File: src/rtl/pulse_interval_timer.sv
module pulse_interval_timer #(
  parameter int WIDTH = 16
) (
  input  logic             clk,
  input  logic             rst_n,
  input  logic             cnt_en,
  input  logic             start_wr,
  input  logic             stop_wr,
  input  logic             start_irq,
  input  logic [1:0]       edge_sel,
  input  logic             filt_en,
  input  logic             sig_in,
  output logic [WIDTH-1:0] capture,
  output logic [WIDTH-1:0] count,
  output logic             enabled,
  output logic             irq
);
  localparam logic [WIDTH-1:0] ALL_ONES = {WIDTH{1'b1}};

  logic sync_q, dly1_q, dly2_q, lvl_q, pend_q;

  wire  stable2  = (dly1_q == dly2_q);
  wire  new_lvl  = filt_en ? (stable2 ? dly2_q : lvl_q) : sync_q;
  wire  changed  = new_lvl != lvl_q;
  wire  hit      = changed && (new_lvl ? (edge_sel != 2'b00) : (edge_sel != 2'b01));
  wire  running  = enabled && !pend_q;
  wire  trig     = enabled && pend_q && cnt_en;
  wire  cap_now  = running && hit;

  always_ff @(posedge clk or negedge rst_n) begin
    if (!rst_n) begin
      sync_q  <= 1'b0;
      dly1_q  <= 1'b0;
      dly2_q  <= 1'b0;
      lvl_q   <= 1'b0;
      pend_q  <= 1'b0;
      enabled <= 1'b0;
      irq     <= 1'b0;
      count   <= '0;
      capture <= '0;
    end else begin
      sync_q <= sig_in;
      dly1_q <= sync_q;
      dly2_q <= dly1_q;
      lvl_q  <= new_lvl;
      irq    <= (trig && start_irq) || cap_now;

      if (stop_wr) begin
        enabled <= 1'b0;
        pend_q  <= 1'b0;
      end else if (start_wr) begin
        enabled <= 1'b1;
        pend_q  <= 1'b1;
      end else if (trig) begin
        pend_q  <= 1'b0;
      end

      if (trig) begin
        count <= '0;
      end else if (cap_now) begin
        capture <= count;
        count   <= '0;
      end else if (running && cnt_en) begin
        count <= count + 1'b1;
      end
    end
  end

  assert_start_sets_R2: assert property (@(posedge clk) disable iff (!rst_n)
    (start_wr && !stop_wr) |=> enabled);
  assert_wait_hold_R2: assert property (@(posedge clk) disable iff (!rst_n)
    (enabled && pend_q && !cnt_en) |=> $stable(count));
  assert_trigger_R3: assert property (@(posedge clk) disable iff (!rst_n)
    trig |=> (count == '0) && (irq == $past(start_irq)));
  assert_wrap_R4: assert property (@(posedge clk) disable iff (!rst_n)
    (running && cnt_en && !cap_now && count == ALL_ONES) |=> (count == '0) && !irq);
  assert_capture_R5: assert property (@(posedge clk) disable iff (!rst_n)
    cap_now |=> (capture == $past(count)) && (count == '0) && irq);
  assert_stop_clears_R9: assert property (@(posedge clk) disable iff (!rst_n)
    stop_wr |=> !enabled);
  assert_frozen_R9: assert property (@(posedge clk) disable iff (!rst_n)
    !enabled |=> $stable(count) && $stable(capture) && !irq);
  assert_pend_ignore_R10: assert property (@(posedge clk) disable iff (!rst_n)
    pend_q |=> $stable(capture));
endmodule

File: config.mk
export PLATFORM = sky130hd
export DESIGN_NAME = pulse_interval_timer
export DESIGN_NICKNAME = d
export VERILOG_FILES = /design/src/rtl/pulse_interval_timer.sv
export SDC_FILE = /design/constraint.sdc
export NUM_CORES = 1
export LEC_CHECK = 0
export ABC_AREA = 1
export BUFFER_PORTS_ARGS = -buffer_cell sky130_fd_sc_hd__buf_2
export CORE_MARGIN = 2
export CORE_UTILIZATION = 30
export CTS_CLUSTER_SIZE = 14
export DETAILED_ROUTE_END_ITERATION = 12
export PLACE_DENSITY = 0.57
export SLEW_MARGIN = 20
export SYNTH_ARGS = -nofsm -noshare
export SYNTH_HDL_FRONTEND = slang
export SYNTH_SLANG_ARGS = --single-unit
File: constraint.sdc
create_clock -name clk -period 3 [get_ports clk]
set_clock_uncertainty 0.05 [all_clocks]
set_input_delay 0.45 -clock clk [delete_from_list [all_inputs] [get_ports clk]]
set_output_delay 0.45 -clock clk [all_outputs]
set_load 0.005 [all_outputs]
==> run metrics, run 1 <==
outcome completed; GR Util met1 0.187; Synth Area in Compound Gates 0.0318; Hold Crit Start sig_in; Distinct cells, synth 18; pin count of the biggest net entering global routing 59; # rows 29; mux share of post-synthesis cell area 0; GR peak layer met2; top post-synthesis cells by count 72 x nand2_1, 39 x dfrtp_1, 33 x nand3_1; CP Data Arrival Time 1.80 ns; Mean Syn Cell Area 8.00 um^2; CTS Hold Bufs 0; Hold WC Path Type in2reg; antenna diode count 0; Simple-Gate Fraction of Synth Area 0.345; Starting Density 0.310; Port Buffers 43; TritonCTS buffer count 5; GRT overflow 0; most numerous cell in the Yosys netlist nand2_1; Vias 1740; drt total wl 4570 um; H-tree level count 2; GRT Total Usage 0.136; Synth area leader dfrtp_1; fraction of layout cells with a size suffix above 1 0.194; critical path required time 3.13 ns; global routing usage on met3 0.0331; clk slew on worst S/H paths 0.08 ns; Layout Cells excl Fill 365; vias in the first global route 1694; ys async rst share 1.00; top-area cell type share of the netlist area 0.496; first-pass GRT wire length 7930 um; fmax 599 MHz; Clk Latency, worst-skew pair 0.29 ns; Slew @ Worst Pin 0.876 ns; die area 7220 um^2; drt drc 0; Fin Setup TNS 0 ns; num ports 44; CTS-repair resized insts 0; Die Wd 85.0 um; Peak VDD IR 174 uV; RSZ-0062 raised after global routing no; nets 298; DIE HEIGHT 85.0 um; Seq/Total Area, Yosys 0.496; # fillers 695; total power 0.00104 W; CP endpoint kind flip-flop; GPL Wtd Cong 0.860; core area 6350 um^2; post-synthesis adder-cell area fraction 0.00636; DR pass1 iterations 4; maxcap violations 0; Leak 1.30 nW; CTS root buf clkbuf_8; period utilisation layout 0.557; Post-synth EDFFs 0; Pwr Density 451 nW/um^2; Synth area leaders dfrtp_1 50%, nand2_1 14%, nand3_1 8.4%; placed insts 357; Slew Limit Fails 0; Critical Path Start enabled; Gate Count Post-Synth 246; clock buffer depth 2; Post-Synth XOR/XNOR Area 0.0401; met2 GRT Util 0.210; Final HPWL DP 3220 um; worst-path fanout max 18; largest family of logic cells by synthesized area simple AND/OR/NAND/NOR gates; Syn-to-layout area delta 17.2%; fin crit period 1.67 ns; r2r startpoint enabled; critical path type reg2reg; CTS tree yes; Post-CTS Setup Inserts 0; final setup vio count 0; Slew headroom 0.416; flops & latches, synth 39; Net Count, Synth 257; synth warn 0; Setup crit start kind flip-flop; antenna violations before repair 0; vias per cell 4.77; Antenna Nets Post-Route 0; Synth Flop Type dfrtp_1; Initial DRC Count 71; DR WL/cell 12.5 um; clk sinks 39; hold violation total from the final report 0; mapped cell area 1970 um^2
## cells by family after synthesis
family / after synthesis
AOI/OAI and AO/OA: 12
buffers and inverters: 35
adders and majority gates: 1
and+or+nand+nor: 150
DFF: 39
xor gates and xnor gates: 9
## power by group
part	internal (W)	total, W	leakage (nW)	switching, W
Clock	0.000162	0.000349	0.0412	0.000186
Combinational	0.0000406	0.000115	0.733	0.0000746
Sequential	0.000551	0.000576	0.530	0.0000251
Total	0.000754	0.00104	1.30	0.000286
## cell type report
cell class | count | area (um^2) | area share
inverters | 25 | 93.8 | 0.0407
well taps | 77 | 96.3 | 0.0418
flip-flops and latches | 39 | 976 | 0.423
multi-input cells | 172 | 833 | 0.361
clock buffers | 6 | 72.6 | 0.0315
clock inverters | 2 | 12.5 | 0.00542
repair buffers | 44 | 223 | 0.0965
## worst paths after layout
check	cells after the start	slack (ns)	endpoint
min in group asynchronous	1	0.22	capture[4]
worst min register to register	0	0.33	dly2_q
max in group asynchronous	1	2.13	capture[15]
worst min-delay path	1	0.21	sync_q
worst max-delay path	5	1.33	count[13]
worst max register to register	5	1.33	count[13]
## critical path, stage by stage (launching register included)
cell and delay, ns:
dfrtp_1 0.41, nand2_1 0.07, buf_4 0.23, clkinv_1 0.46, nand4_1 0.26, nand2_1 0.07
## layout by cell type (no fill, tap or decap), drive strengths merged
cell      instances
inv              24
xor2              9
a21boi            1
o21ai             9
nand3            33
dfrtp            39
buf              44
a21oi             2
ha                1
clkbuf            6
nor2             20
clkinvlp          1
clkinv            2
nand4            21
nand2            76
## routing by layer
| layer | routed length, um | part of all wire |
|---|---|---|
| met2 | 2130 | 0.47 |
| met3 | 218 | 0.048 |
| met4 | 68 | 0.015 |
| met5 | 0 | 0 |
| met1 | 2160 | 0.47 |
## registers in the layout (all words and copies together), names as in the netlist
signal   cells
capture     16
count       16
dly1_q       1
dly2_q       1
enabled      1
irq          1
lvl_q        1
pend_q       1
sync_q       1
## stage by stage
step	util	worst slack, ns	area, um^2	hold WS [ns]
6_report	0.363	1.33	2310	0.214
3_5_place_dp	0.350	1.20	2220	0.318
3_3_place_gp	0.350	1.22	2220	0.311
5_1_grt	0.363	1.03	2310	0.209
2_1_floorplan	-	1.56	1970	0.104
4_1_cts	0.363	1.30	2310	0.204
Note: power is estimated with default switching activity, not from simulation.
==> inputs of run 2 (changes only) <==
==> constraint.sdc (replaced) <==
create_clock -name clk -period 1.6 [get_ports clk]
set_clock_uncertainty 0.05 [all_clocks]
set_input_delay 0.24 -clock clk [delete_from_list [all_inputs] [get_ports clk]]
set_output_delay 0.24 -clock clk [all_outputs]
set_load 0.005 [all_outputs]
==> run 2 against run 1 <==
  * Power up 95%
  * Count of clock-buffer cells in the layout unchanged
  * Critical path type unchanged
  * Critical path depth is 3 higher
  * Hold slack lost 0.17 ns
  * Die area did not move
  * Largest power group unchanged
  * Sequential share of layout area decreased by 3.6 points
  * Combinational power grew to 2.7 times the previous value
  * Setup slack got worse by 1.2 ns
  * Non-clock buffer count up 16
  * Utilization is 3.4 points higher
==> run metrics, run 2 (synthesis gave the netlist of run 1 again) <==
DIE HEIGHT 85.0 um (unchanged); core area 6350 um^2 (unchanged); fraction of layout cells with a size suffix above 1 0.247 (+0.0523); Hold WC Path Type in2reg; hold violation total from the final report 0 (unchanged); DR WL/cell 13.2 um (+5.5%); Antenna Nets Post-Route 0 (unchanged); GRT overflow 0 (unchanged); num ports 44 (unchanged); Initial DRC Count 59 (-17%); commonest non-fill, non-tap cell in the layout nand2_1; vias per cell 4.77 (about the same); clk slew on worst S/H paths 0.08 ns (about the same); Slew @ Worst Pin 0.551 ns (-0.326 ns); Layout Utilization 0.397 (+0.0337); biggest registers after layout capture x16, count x16; multi-input logic area 862 um^2 (+3.5%); Pwr Density 806 nW/um^2 (+79%); clock share of power 0.324 (-0.011); vias in the first global route 1815 (+7.1%); CTS root buf clkbuf_8; antenna violations before repair 0 (unchanged); CTS tree yes; Port Buffers 43 (unchanged); clock buffer depth 2 (unchanged); switching share of power 0.278 (+0.00310); fmax 682 MHz (+14%); GRT Total Usage 0.141 (+0.00476); drt total wl 5040 um (+10%); nets 314 (+5.4%); TritonCTS buffer count 5 (unchanged); Setup crit start kind flip-flop; first-pass GRT wire length 8190 um (+3.3%); CP endpoint kind flip-flop; CP Data Arrival Time 1.61 ns (-0.19 ns); Die Wd 85.0 um (unchanged); # fillers 640 (-7.9%); Sequential Area 976 um^2 (unchanged); worst-path fanout max 3 (-15); # rows 29 (unchanged); Slew headroom 0.633 (+0.217); Clk Latency, worst-skew pair 0.30 ns (about the same); critical path required time 1.74 ns (-1.39 ns); Seq pwr share 0.525 (-0.029); final instance area 2520 um^2 (+9.3%); antenna diode count 0 (unchanged); final setup vio count 0 (unchanged); critical path type reg2reg; outcome completed; Post-CTS Setup Inserts 0 (unchanged); pin count of the biggest net entering global routing 45 (-24%); drt drc 0 (unchanged); Slew Limit Fails 0 (unchanged); GPL Wtd Cong 0.929 (+8.0%); DP Area 2340 um^2 (+5.2%); Syn-to-layout area delta 28.1%; Starting Density 0.310 (unchanged); Leak 1.40 nW (+7.8%); placed insts 369 (+3.4%); die area 7220 um^2 (unchanged); clk sinks 39 (unchanged); Gate power share 0.151 (+0.040); most frequent cells in the layout 72 x nand2_1, 43 x buf_2, 39 x dfrtp_1; Final HPWL DP 3400 um (+5.8%); period utilisation layout 0.917 (+0.360); DR pass1 iterations 4 (unchanged); Layout Cells excl Fill 381 (+4.4%); switching pwr 0.000565 W (+98%); H-tree level count 2 (unchanged); maxcap violations 0 (unchanged); Vias 1817 (+4.4%); Internal 0.00147 W (+95%); Peak VDD IR 400 uV (+130%); fin crit period 1.47 ns (-0.204 ns)
## run 2: worst paths after layout
path	startpoint	end	slack, ns	cells after the start
setup / recovery	count[1]	count[8]	0.13	8
hold / removal	stop_wr	enabled	0.05	2
setup reg to reg	count[1]	count[8]	0.13	8
hold reg to reg	dly1_q	dly2_q	0.33	0
max in group asynchronous	rst_n	irq	0.69	3
min in group asynchronous	rst_n	capture[14]	0.35	2
## run 2: layout make-up
type,instances,area share
well taps,77,0.0382
multi-input cells,172,0.342
flip-flops and latches,39,0.387
clock buffers,6,0.0288
repair buffers,60,0.162
inverters,25,0.0372
clock inverters,2,0.00496
## run 2: power groups by stage
stage,combinational [W],sequential (W),clock [W]
2_1_floorplan,0.000127,0.00110,0
3_3_place_gp,0.000282,0.00109,0
3_5_place_dp,0.000282,0.00109,0
4_1_cts,0.000287,0.00107,0.000680
5_1_grt,0.000348,0.00108,0.000727
6_report,0.000306,0.00107,0.000659
## run 2: per-layer routing
layer  part of all wire  wire length, um  vias to the layer above  global-route usage
li1                   -                -                      917                   -
met1               0.46             2300                      858               0.179
met2               0.47             2390                       36               0.226
met3              0.052              262                        6              0.0418
met4              0.015               78                        0              0.0534
met5                  0                0                        -                   0
## run 2: stage by stage
stage	setup TNS [ns]	setup WS, ns	hold WS [ns]	total power [W]
global placement	0	0.0944	0.139	0.00137
floorplan	0	0.173	-0.106	0.00122
CTS	0	0.0317	0.0360	0.00204
global route	-0.0111	-0.00654	0.0473	0.00215
finish	0	0.133	0.0459	0.00203
detailed placement	0	0.0862	0.141	0.00137
## run 2: critical path: stages, from the launching register on
cell	delay, ns
dfrtp_1	0.38
ha_1	0.19
nand2_1	0.12
nor2_2	0.18
nand2_1	0.11
xor2_1	0.14
inv_1	0.05
nand4_1	0.08
nand2_1	0.06
## run 2: timing repair
action,in CTS,in global routing
resized for setup,0,8
hold buffers,2,0
hold endpoints to repair,16,0
endpoints found under the setup margin,0,16
